--- config.mk ---
export PLATFORM = sky130hd
export DESIGN_NAME = codec_host_regs
export DESIGN_NICKNAME = d
export VERILOG_FILES = /design/src/rtl/codec_host_pkg.sv /design/src/rtl/codec_byte_fifo.sv /design/src/rtl/codec_mark_cmp.sv /design/src/rtl/codec_host_regs.sv
export SDC_FILE = /design/constraint.sdc
export NUM_CORES = 1
export LEC_CHECK = 0
export ABC_AREA = 0
export BUFFER_PORTS_ARGS = -buffer_cell sky130_fd_sc_hd__buf_2
export CAP_MARGIN = 20
export CORE_MARGIN = 2
export CORE_UTILIZATION = 45
export CTS_CLUSTER_SIZE = 25
export DETAILED_ROUTE_END_ITERATION = 6
export PLACE_DENSITY = 0.69
export SLEW_MARGIN = 20
export SYNTH_ARGS = -nofsm -noshare
export SYNTH_HDL_FRONTEND = slang
export SYNTH_SLANG_ARGS = --single-unit
--- constraint.sdc ---
create_clock -name clk -period 9.97 [get_ports clk]
set_input_delay 0 -clock clk [delete_from_list [all_inputs] [get_ports clk]]
set_output_delay 0 -clock clk [all_outputs]
set_load 0.03 [all_outputs]
--- src/rtl/codec_host_pkg.sv ---
package codec_host_pkg;
   // register byte addresses
   localparam int unsigned REG_STAT    = 32'h0000;
   localparam int unsigned REG_MASK    = 32'h0004;
   localparam int unsigned REG_TXCTL   = 32'h0010;
   localparam int unsigned REG_TXMARK  = 32'h0014;
   localparam int unsigned REG_RXCTL   = 32'h0020;
   localparam int unsigned REG_RXMARK  = 32'h0024;
   localparam int unsigned REG_DATA    = 32'h0100;

   // status word bit positions
   localparam int unsigned ST_TX_EMPTY = 0;
   localparam int unsigned ST_TX_LOW   = 1;
   localparam int unsigned ST_TX_FULL  = 2;
   localparam int unsigned ST_RX_EMPTY = 4;
   localparam int unsigned ST_RX_HIGH  = 5;
   localparam int unsigned ST_RX_FULL  = 6;
   localparam int unsigned ST_ALN_EVT  = 8;
   localparam int unsigned STAT_W      = 9;

   typedef enum logic [2:0] {
      SEL_NONE, SEL_STAT, SEL_MASK, SEL_TXCTL,
      SEL_TXMARK, SEL_RXCTL, SEL_RXMARK, SEL_DATA
   } reg_sel_e;
endpackage

--- src/rtl/codec_byte_fifo.sv ---
module codec_byte_fifo #(
   parameter int unsigned W     = 8,
   parameter int unsigned DEPTH = 32,
   localparam int unsigned AW   = $clog2(DEPTH),
   localparam int unsigned CW   = AW + 1
) (
   input  logic          clk,
   input  logic          rst_n,
   input  logic          push,
   input  logic [W-1:0]  din,
   input  logic          pop,
   output logic [W-1:0]  head,
   output logic [CW-1:0] count
);
   if (DEPTH < 2 || (DEPTH & (DEPTH - 1)) != 0) begin : g_bad_depth
      $error("codec_byte_fifo: DEPTH must be a power of two >= 2");
   end

   logic [W-1:0]  mem [DEPTH];
   logic [AW-1:0] wr_ptr, rd_ptr;
   logic          do_push, do_pop;

   assign do_push = push && (count != CW'(DEPTH));
   assign do_pop  = pop  && (count != '0);
   assign head    = mem[rd_ptr];

   always_ff @(posedge clk) begin
      if (do_push) mem[wr_ptr] <= din;
   end

   always_ff @(posedge clk or negedge rst_n) begin
      if (!rst_n) begin
         wr_ptr <= '0;
         rd_ptr <= '0;
         count  <= '0;
      end else begin
         if (do_push) wr_ptr <= wr_ptr + 1'b1;
         if (do_pop)  rd_ptr <= rd_ptr + 1'b1;
         case ({do_push, do_pop})
            2'b10:   count <= count + 1'b1;
            2'b01:   count <= count - 1'b1;
            default: count <= count;
         endcase
      end
   end

   assert_no_overflow_R2: assert property (@(posedge clk) disable iff (!rst_n)
      (count == CW'(DEPTH) && push && !pop) |=> (count == CW'(DEPTH)));
   assert_no_underflow_R3: assert property (@(posedge clk) disable iff (!rst_n)
      (count == '0 && pop && !push) |=> (count == '0));
   assert_count_bound_R5: assert property (@(posedge clk) disable iff (!rst_n)
      count <= CW'(DEPTH));
endmodule

--- src/rtl/codec_mark_cmp.sv ---
module codec_mark_cmp #(
   parameter int unsigned CW    = 6,
   parameter int unsigned MW    = 5,
   parameter bit          ABOVE = 1'b0
) (
   input  logic [CW-1:0] count,
   input  logic [MW-1:0] mark,
   output logic          hit
);
   if (MW > CW) begin : g_bad_width
      $error("codec_mark_cmp: mark wider than count");
   end

   logic [CW-1:0] mark_x;
   assign mark_x = CW'(mark);

   if (ABOVE) begin : g_at_or_above
      assign hit = (count >= mark_x);
   end else begin : g_at_or_below
      assign hit = (count != '0) && (count <= mark_x);
   end
endmodule

--- src/rtl/codec_host_regs.sv ---
module codec_host_regs
   import codec_host_pkg::*;
#(
   parameter int unsigned ADDR_W     = 16,
   parameter int unsigned BUS_W      = 32,
   parameter int unsigned BYTE_W     = 8,
   parameter int unsigned DEPTH      = 32,
   parameter int unsigned MARK_W     = 5,
   parameter int unsigned TX_MARK_RST = 8,
   parameter int unsigned RX_MARK_RST = 16,
   localparam int unsigned CW        = $clog2(DEPTH) + 1
) (
   input  logic              clk,
   input  logic              rst_n,
   input  logic [ADDR_W-1:0] bus_addr,
   input  logic [BUS_W-1:0]  bus_wdata,
   input  logic              bus_we,
   input  logic              bus_re,
   output logic [BUS_W-1:0]  bus_rdata,
   output logic              tx_en_o,
   output logic              rx_en_o,
   output logic              txq_rdy,
   output logic [BYTE_W-1:0] txq_byte,
   input  logic              txq_take,
   input  logic              rxq_put,
   input  logic [BYTE_W-1:0] rxq_byte,
   input  logic              align_i,
   input  logic              align_chg_i,
   output logic              irq_o
);
   if (BUS_W < STAT_W || BUS_W < BYTE_W || BUS_W < MARK_W) begin : g_bad_bus
      $error("codec_host_regs: BUS_W too narrow for register fields");
   end
   if (ADDR_W < 9) begin : g_bad_addr
      $error("codec_host_regs: ADDR_W too narrow for the map");
   end
   if (TX_MARK_RST >= (1 << MARK_W) || RX_MARK_RST >= (1 << MARK_W)) begin : g_bad_mark
      $error("codec_host_regs: threshold reset does not fit MARK_W");
   end

   reg_sel_e sel;
   always_comb begin
      unique case (bus_addr)
         ADDR_W'(REG_STAT):   sel = SEL_STAT;
         ADDR_W'(REG_MASK):   sel = SEL_MASK;
         ADDR_W'(REG_TXCTL):  sel = SEL_TXCTL;
         ADDR_W'(REG_TXMARK): sel = SEL_TXMARK;
         ADDR_W'(REG_RXCTL):  sel = SEL_RXCTL;
         ADDR_W'(REG_RXMARK): sel = SEL_RXMARK;
         ADDR_W'(REG_DATA):   sel = SEL_DATA;
         default:             sel = SEL_NONE;
      endcase
   end

   logic wr_stat, wr_mask, wr_txctl, wr_txmark, wr_rxctl, wr_rxmark, wr_data, rd_data;
   assign wr_stat   = bus_we && sel == SEL_STAT;
   assign wr_mask   = bus_we && sel == SEL_MASK;
   assign wr_txctl  = bus_we && sel == SEL_TXCTL;
   assign wr_txmark = bus_we && sel == SEL_TXMARK;
   assign wr_rxctl  = bus_we && sel == SEL_RXCTL;
   assign wr_rxmark = bus_we && sel == SEL_RXMARK;
   assign wr_data   = bus_we && sel == SEL_DATA;
   assign rd_data   = bus_re && sel == SEL_DATA;

   logic unused_wdata;
   assign unused_wdata = ^bus_wdata[BUS_W-1:STAT_W];

   // queues
   logic [CW-1:0]     tx_cnt, rx_cnt;
   logic [BYTE_W-1:0] rx_head;

   codec_byte_fifo #(.W(BYTE_W), .DEPTH(DEPTH)) u_txq (
      .clk(clk), .rst_n(rst_n),
      .push(wr_data), .din(bus_wdata[BYTE_W-1:0]),
      .pop(txq_take), .head(txq_byte), .count(tx_cnt));

   codec_byte_fifo #(.W(BYTE_W), .DEPTH(DEPTH)) u_rxq (
      .clk(clk), .rst_n(rst_n),
      .push(rxq_put), .din(rxq_byte),
      .pop(rd_data), .head(rx_head), .count(rx_cnt));

   assign txq_rdy = (tx_cnt != '0);

   // control state
   logic              tx_en_q, rx_en_q, evt_q;
   logic [MARK_W-1:0] tx_mark_q, rx_mark_q;
   logic [STAT_W-1:0] mask_q;

   always_ff @(posedge clk or negedge rst_n) begin
      if (!rst_n) begin
         tx_en_q   <= 1'b0;
         rx_en_q   <= 1'b0;
         tx_mark_q <= MARK_W'(TX_MARK_RST);
         rx_mark_q <= MARK_W'(RX_MARK_RST);
         mask_q    <= '0;
         evt_q     <= 1'b0;
      end else begin
         if (wr_txctl)  tx_en_q   <= bus_wdata[0];
         if (wr_rxctl)  rx_en_q   <= bus_wdata[0];
         if (wr_txmark) tx_mark_q <= bus_wdata[MARK_W-1:0];
         if (wr_rxmark) rx_mark_q <= bus_wdata[MARK_W-1:0];
         if (wr_mask)   mask_q    <= bus_wdata[STAT_W-1:0];
         if (align_chg_i)                           evt_q <= 1'b1;
         else if (wr_stat && bus_wdata[ST_ALN_EVT]) evt_q <= 1'b0;
      end
   end

   assign tx_en_o = tx_en_q;
   assign rx_en_o = rx_en_q;

   // threshold flags
   logic tx_low, rx_high;
   codec_mark_cmp #(.CW(CW), .MW(MARK_W), .ABOVE(1'b0)) u_txmark (
      .count(tx_cnt), .mark(tx_mark_q), .hit(tx_low));
   codec_mark_cmp #(.CW(CW), .MW(MARK_W), .ABOVE(1'b1)) u_rxmark (
      .count(rx_cnt), .mark(rx_mark_q), .hit(rx_high));

   logic [STAT_W-1:0] stat;
   always_comb begin
      stat              = '0;
      stat[ST_TX_EMPTY] = (tx_cnt == '0);
      stat[ST_TX_LOW]   = tx_low;
      stat[ST_TX_FULL]  = (tx_cnt == CW'(DEPTH));
      stat[ST_RX_EMPTY] = (rx_cnt == '0);
      stat[ST_RX_HIGH]  = rx_high;
      stat[ST_RX_FULL]  = (rx_cnt == CW'(DEPTH));
      stat[ST_ALN_EVT]  = evt_q;
   end

   assign irq_o = |(stat & mask_q);

   // read path
   logic [BUS_W-1:0] rd_mux, rdata_q;
   always_comb begin
      rd_mux = '0;
      unique case (sel)
         SEL_STAT:   rd_mux = BUS_W'(stat);
         SEL_MASK:   rd_mux = BUS_W'(mask_q);
         SEL_TXCTL:  rd_mux = BUS_W'(tx_en_q);
         SEL_TXMARK: rd_mux = BUS_W'(tx_mark_q);
         SEL_RXCTL:  rd_mux = BUS_W'({align_i, rx_en_q});
         SEL_RXMARK: rd_mux = BUS_W'(rx_mark_q);
         SEL_DATA:   rd_mux = (rx_cnt != '0) ? BUS_W'(rx_head) : '0;
         default:    rd_mux = '0;
      endcase
   end

   always_ff @(posedge clk or negedge rst_n) begin
      if (!rst_n)      rdata_q <= '0;
      else if (bus_re) rdata_q <= rd_mux;
   end
   assign bus_rdata = rdata_q;

   assert_evt_set_R8: assert property (@(posedge clk) disable iff (!rst_n)
      align_chg_i |=> evt_q);
   assert_evt_clear_R8: assert property (@(posedge clk) disable iff (!rst_n)
      (wr_stat && bus_wdata[ST_ALN_EVT] && !align_chg_i) |=> !evt_q);
   assert_evt_hold_R8: assert property (@(posedge clk) disable iff (!rst_n)
      (!align_chg_i && !wr_stat) |=> $stable(evt_q));
   assert_irq_quiet_R10: assert property (@(posedge clk) disable iff (!rst_n)
      (mask_q == '0) |-> !irq_o);
   assert_empty_read_R3: assert property (@(posedge clk) disable iff (!rst_n)
      (rd_data && rx_cnt == '0) |=> (bus_rdata == '0));
endmodule

==> impl_metrics.ini, run 1 <==
[floorplan]
die_y_um = 233
dieArea_mm2 = 0.0545
core_area_mm2 = 0.0523
rows = 84
initial_core_util = 0.453
die_w_um = 233
ioPinCount = 108

[synthesis]
synth_top_area_frac = 0.649
yosysWarnings = 0
synth-main-ff-cell = edfxtp_1
ys_types = 64
synth_cells = 1286
synth_area_mm2 = 0.0237
synthTopCellsByArea = edfxtp_1, mux4_2, dfrtp_1
yosys.area.top_type = edfxtp_1
async_flop_share = 0.110
yosysMostFrequentCell = edfxtp_1
synth_edf_count = 512
avgSynthCellArea_um2 = 18.4
synth_common_cells = edfxtp_1, mux4_2, nor2_1
synth-seq-cells = 575
yosysSeqAreaShare = 0.716

[route]
wl_per_cell_um = 22.9
dr.first_iter.drc_count = 1106
ant_nets = 0
drt-total-wl_um = 48500
num_vias = 12000
vias_per_cell = 5.65
firstDrtPassIters = 7
drc = 0

[timing]
skew_ps = 16.6
hold_viol = 0
tightest_slew_ps = 1100
tns_ps = 0
finalCritPeriodShare = 0.406
timing.final.ws_setup_ps = 5920
slew_viol_final = 0
relSlewSlack = 0.257
finalCriticalPeriod_ps = 4050
fmax_ghz = 0.247
setup_violations = 0
rsz0062_at_grt = no

[critical_path]
worstSetupPathType = reg -> reg
arrival_ps = 4540
crit_top_cell = nand2_1
crit_path_end_kind = flip-flop
cp_cell_sequence = or3_1 -> nor4_1 -> nor3_2 -> nand2_1 -> inv_1 -> ha_1 -> nand2_1 -> o21ai_0 -> a221oi_1 -> mux2i_1 -> a21oi_1 -> xor2_1
cp_slowest_stage_delay_ps = 850
startpoint_type = flip-flop
critPathRequiredTime_ps = 10460
reg2reg_depth = 12
cp_max_fo = 12
worst_path_max_delay_cell = nor4_1

[power]
peakVddDrop_v = 0.000148
power_density_mw_per_mm2 = 226
power.leakage_nw = 8.65

[clocking]
htreeDepth = 2
cts.clk_slew.worst_paths_ps = 70
cts.sinks = 575
numCtsBuffers = 55
clockBufferDepth = 3
insertion_delay_ps = 610
cts_root_buf = clkbuf_16
cts_tree = built

[grt]
grt_use_total = 0.181
antenna_found_initial = 0
overflow = 0
grt_pass1_vias = 12100
grt_pass1_wl_um = 73800
grt_max_degree = 64

[final_layout]
fill_cells = 4135
areaGrowthSynthToFinish_pct = 12.6
drive_above_1_share = 0.229
diodes = 0
fin_nets = 1476

[job]
cap_violations = 0

[placement]
io_buffer_count = 61
place_congestion = 0.906
dp_slack_ps = 6040
dp_hpwl_um = 29500

[run_status]
status = finished, final reports clean

[min_path]
hp-class = in -> async
-- metal layers --
layer	wire length, um	global-route usage
met3	2970	0.0313
met5	0	0
met1	20900	0.258
met4	1160	0.0595
met2	23400	0.286
-- stage by stage --
stage | util | hold slack, ps | cells | instance area, um^2 | power [W]
finish | 0.510 | 15.5 | 2116 | 26700 | 0.00602
global route | 0.510 | 115 | 2116 | 26700 | 0.00624
CTS | 0.510 | 3.52 | 2116 | 26700 | 0.00607
detailed placement | 0.470 | 170 | 1981 | 24600 | 0.00405
global placement | 0.470 | 163 | 1981 | 24600 | 0.00402
floorplan | - | -296 | 1308 | 23800 | 0.00371
-- flip-flops by register name, summed over array words and instances (netlist names) --
signal / count
u_txq.mem: 256
u_txq.rd_ptr: 5
u_txq.count: 6
u_rxq.wr_ptr: 5
u_txq.wr_ptr: 5
u_rxq.rd_ptr: 5
bus_rdata: 9
u_rxq.mem: 256
rx_mark_q: 5
rx_en_o: 1
u_rxq.count: 6
mask_q: 9
tx_en_o: 1
evt_q: 1
tx_mark_q: 5
-- layout make-up --
type                    count  area (um^2)  share of cell area
clock inverters            29          251             0.00943
repair buffers            104          721              0.0270
flip-flops and latches    575        17000               0.636
multi-input cells         627         6310               0.237
clock buffers              70         1480              0.0553
inverters                  23         86.3             0.00324
well taps                 688          861              0.0323
-- cell usage in the layout (no fill, tap or decap), drive strengths merged, types with 3 or more instances in the layout --
master / instances
dlygate4sd3: 36
o22ai: 6
mux4: 135
dfrtp: 61
inv: 24
a22oi: 8
xnor2: 16
a31oi: 4
nand2b: 3
a211oi: 6
bufinv: 4
or3: 7
nor2: 91
clkbuf: 70
conb: 23
a21o: 4
nand3: 19
clkinv: 22
nand3b: 7
o221ai: 7
o21ai: 39
nor2b: 3
or3b: 3
nor3: 9
mux2: 26
nand4: 7
and3: 3
xor2: 17
mux2i: 40
nor3b: 3
nor4: 8
edfxtp: 512
ha: 26
nand2: 52
or4: 4
a21oi: 22
or4b: 4
and2: 3
buf: 68
-- repair_timing --
action / 4_1_cts / 5_1_grt
setup buffers: 0 / 0
resized for setup: 0 / 0
hold buffers: 36 / 0
endpoints found under the hold margin: 603 / 0
-- critical path: cells and delay by family, from the launching register on --
| family | cells | cell delay, ps |
|---|---|---|
| buffers and inverters | 1 | 120 |
| adders and majority gates | 1 | 360 |
| xor gates and xnor gates | 1 | 140 |
| AOI/OAI and AO/OA | 3 | 640 |
| DFF | 1 | 470 |
| and+or+nand+nor | 5 | 1940 |
| muxes | 1 | 260 |
-- kinds of logic (layout without fill, tap and decap cells) --
group,Yosys count,after routing,share of synthesized area
DFF,575,575,0.716
muxes,201,201,0.158
buffers and inverters,106,226,0.0217
other,1,23,0.000158
AOI/OAI and AO/OA,112,112,0.0300
and+or+nand+nor,231,231,0.0486
adders and majority gates,27,27,0.0142
xor gates and xnor gates,33,33,0.0122
-- path summary, 6_finish.rpt --
kind / from / to / slack (ps)
hold reg to reg: bus_rdata[8] / bus_rdata[8] / 510
max in group asynchronous: rst_n / u_txq.rd_ptr[0] / 9250
min in group clk: bus_addr[4] / mask_q[6] / 70
setup reg to reg: u_rxq.count[1] / u_rxq.count[5] / 5920
hold / removal: rst_n / tx_en_o / 20
setup / recovery: u_rxq.count[1] / u_rxq.count[5] / 5920
-- where the power goes --
group	leakage, nW	switching (W)	internal [W]
clock network	0.838	0.000878	0.00115
logic	2.45	0.000587	0.000521
registers	5.37	0.000151	0.00273
total	8.65	0.00162	0.00440
Power figures use the tool's default switching activity.
==> inputs of run 2 (changes only) <==
Clock period 9.97 ns to 4.17 ns, I/O delays scaled along.
==> impl_metrics.ini, run 2 (synthesized netlist as in run 1, its figures left out) <==
[run_status]
status = finished, final reports clean

[critical_path]
startpoint_type = input port
crit_path_end_kind = flip-flop
cp_cell_sequence = dlygate4sd3_1 -> buf_2 -> nor4_1 -> nand2_1 -> dlygate4sd3_1 -> nor3_2 -> nand2_1 -> inv_1 -> ha_1 -> o21ai_0 -> a221oi_1 -> mux2i_1 -> a21oi_1 -> xor2_1
cp_max_fo = 12
cp_slowest_stage_delay_ps = 640
arrival_ps = 4300
reg2reg_depth = 10
r2r-end = u_rxq.count[5]
cp.buffers_inverters = 4
worst_path_max_delay_cell = nor4_1
r2r-start = u_rxq.count[3]
critPathRequiredTime_ps = 4650
crit_family = buffers and inverters
reg2reg_slack_ps = 490
worstSetupPathType = in -> reg

[placement]
io_buffer_count = 61
placed_cell_area_mm2 = 0.0247
place_congestion = 0.888
dp_hpwl_um = 30400

[timing]
finalCriticalPeriod_ps = 3810
tns_ps = 0
relSlewSlack = 0.287
hold_viol = 0
slew_viol_final = 0
holdWs_ps = 24.5
finalCritPeriodShare = 0.914
setup_violations = 0
rsz0062_at_grt = no
fmax_ghz = 0.262
tightest_slew_ps = 1060
skew_ps = 15.9

[route]
dr.first_iter.drc_count = 1207
wl_per_cell_um = 22.7
ant_nets = 0
firstDrtPassIters = 7
vias_per_cell = 5.65
num_vias = 12000
drc = 0
drt-total-wl_um = 48300

[power]
peakVddDrop_v = 0.000495
pwr-share-comb = 0.181
p_seq_frac = 0.481
p_switching_w = 0.00382
power.internal_w = 0.0106
power.leakage_nw = 8.71
power_density_mw_per_mm2 = 540
switching_share = 0.265
clockPowerShare = 0.337

[floorplan]
die_y_um = 233
initial_core_util = 0.453
core_area_mm2 = 0.0523
die_w_um = 233
rows = 84
ioPinCount = 108
dieArea_mm2 = 0.0545

[min_path]
min_from = bus_wdata[0]
hold_depth = 1
hp-class = in -> reg
hold_end = u_txq.mem[29][0]

[final_layout]
final_cell_area_mm2 = 0.0268
diodes = 0
fin_nets = 1483
final_common_cell = edfxtp_1
drive_above_1_share = 0.236
areaGrowthSynthToFinish_pct = 13.0
top_regs = u_rxq.mem (256), u_txq.mem (256)
final_cell_mix = edfxtp_1, mux4_2, nor2_1, buf_2, clkbuf_16

[clocking]
cts_tree = built
insertion_delay_ps = 600
cts.sinks = 575
cts_root_buf = clkbuf_16
clockBufferDepth = 3
postCtsSetupRepairBufs = 0
htreeDepth = 2
cts.clk_slew.worst_paths_ps = 60
numCtsBuffers = 55

[grt]
grt_max_degree = 64
grt_pass1_wl_um = 73700
grt_use_total = 0.181
grt_pass1_vias = 12200
antenna_found_initial = 0
overflow = 0

[job]
cap_violations = 0
run 2: changes by cell type in the layout (fill, tap and decap cells not counted), sizes merged:
cell,before,now
inv,24,23
clkbuf,70,79
buf,68,76
clkinv,22,18
dlygate4sd3,36,35
run 2: how the worst max path moves through the flow:
stage / startpoint / end / depth (start not counted)
floorplan: u_rxq.count[1] / u_rxq.count[5] / 12
global placement: u_rxq.count[1] / u_rxq.count[5] / 10
detailed placement: u_rxq.count[3] / u_rxq.count[5] / 10
CTS: bus_addr[7] / u_rxq.count[5] / 14
global route: bus_addr[7] / u_rxq.count[5] / 14
finish: bus_addr[7] / u_rxq.count[5] / 14
run 2: power by group through the flow:
stage / clock, W / sequential, W / combinational [W]
6_report: 0.00488 / 0.00696 / 0.00262
5_1_grt: 0.00520 / 0.00701 / 0.00281
4_1_cts: 0.00497 / 0.00697 / 0.00265
3_5_place_dp: 0 / 0.00708 / 0.00262
3_3_place_gp: 0 / 0.00707 / 0.00257
2_1_floorplan: 0 / 0.00676 / 0.00210
run 2: layer usage:
metal | global-route usage | vias up | share of wire
met3 | 0.0291 | 102 | 0.058
met5 | 0 | - | 0
met4 | 0.0663 | 0 | 0.032
li1 | - | 5320 | -
met1 | 0.253 | 6199 | 0.43
met2 | 0.290 | 389 | 0.48
run 2: metrics by stage:
stage	utilization	total power, W	std cells	setup slack, ps
6_report	0.512	0.0145	2127	357
5_1_grt	0.512	0.0150	2127	88.7
4_1_cts	0.512	0.0146	2127	476
3_5_place_dp	0.471	0.00970	1989	491
3_3_place_gp	0.471	0.00964	1989	588
2_1_floorplan	-	0.00887	1308	709
run 2: repair_timing:
| action | CTS | global route |
|---|---|---|
| hold buffers | 35 | 0 |
| endpoints found under the hold margin | 577 | 0 |
| gates resized for setup | 0 | 0 |
run 2: layout make-up:
class | count | area [um^2]
fill | 4145 | 25600
sequential | 575 | 17000
multi-input combinational | 627 | 6310
clock buffer | 79 | 1540
tap | 688 | 861
timing repair buffer | 111 | 783
clock inverter | 24 | 228
inverter | 23 | 86.3
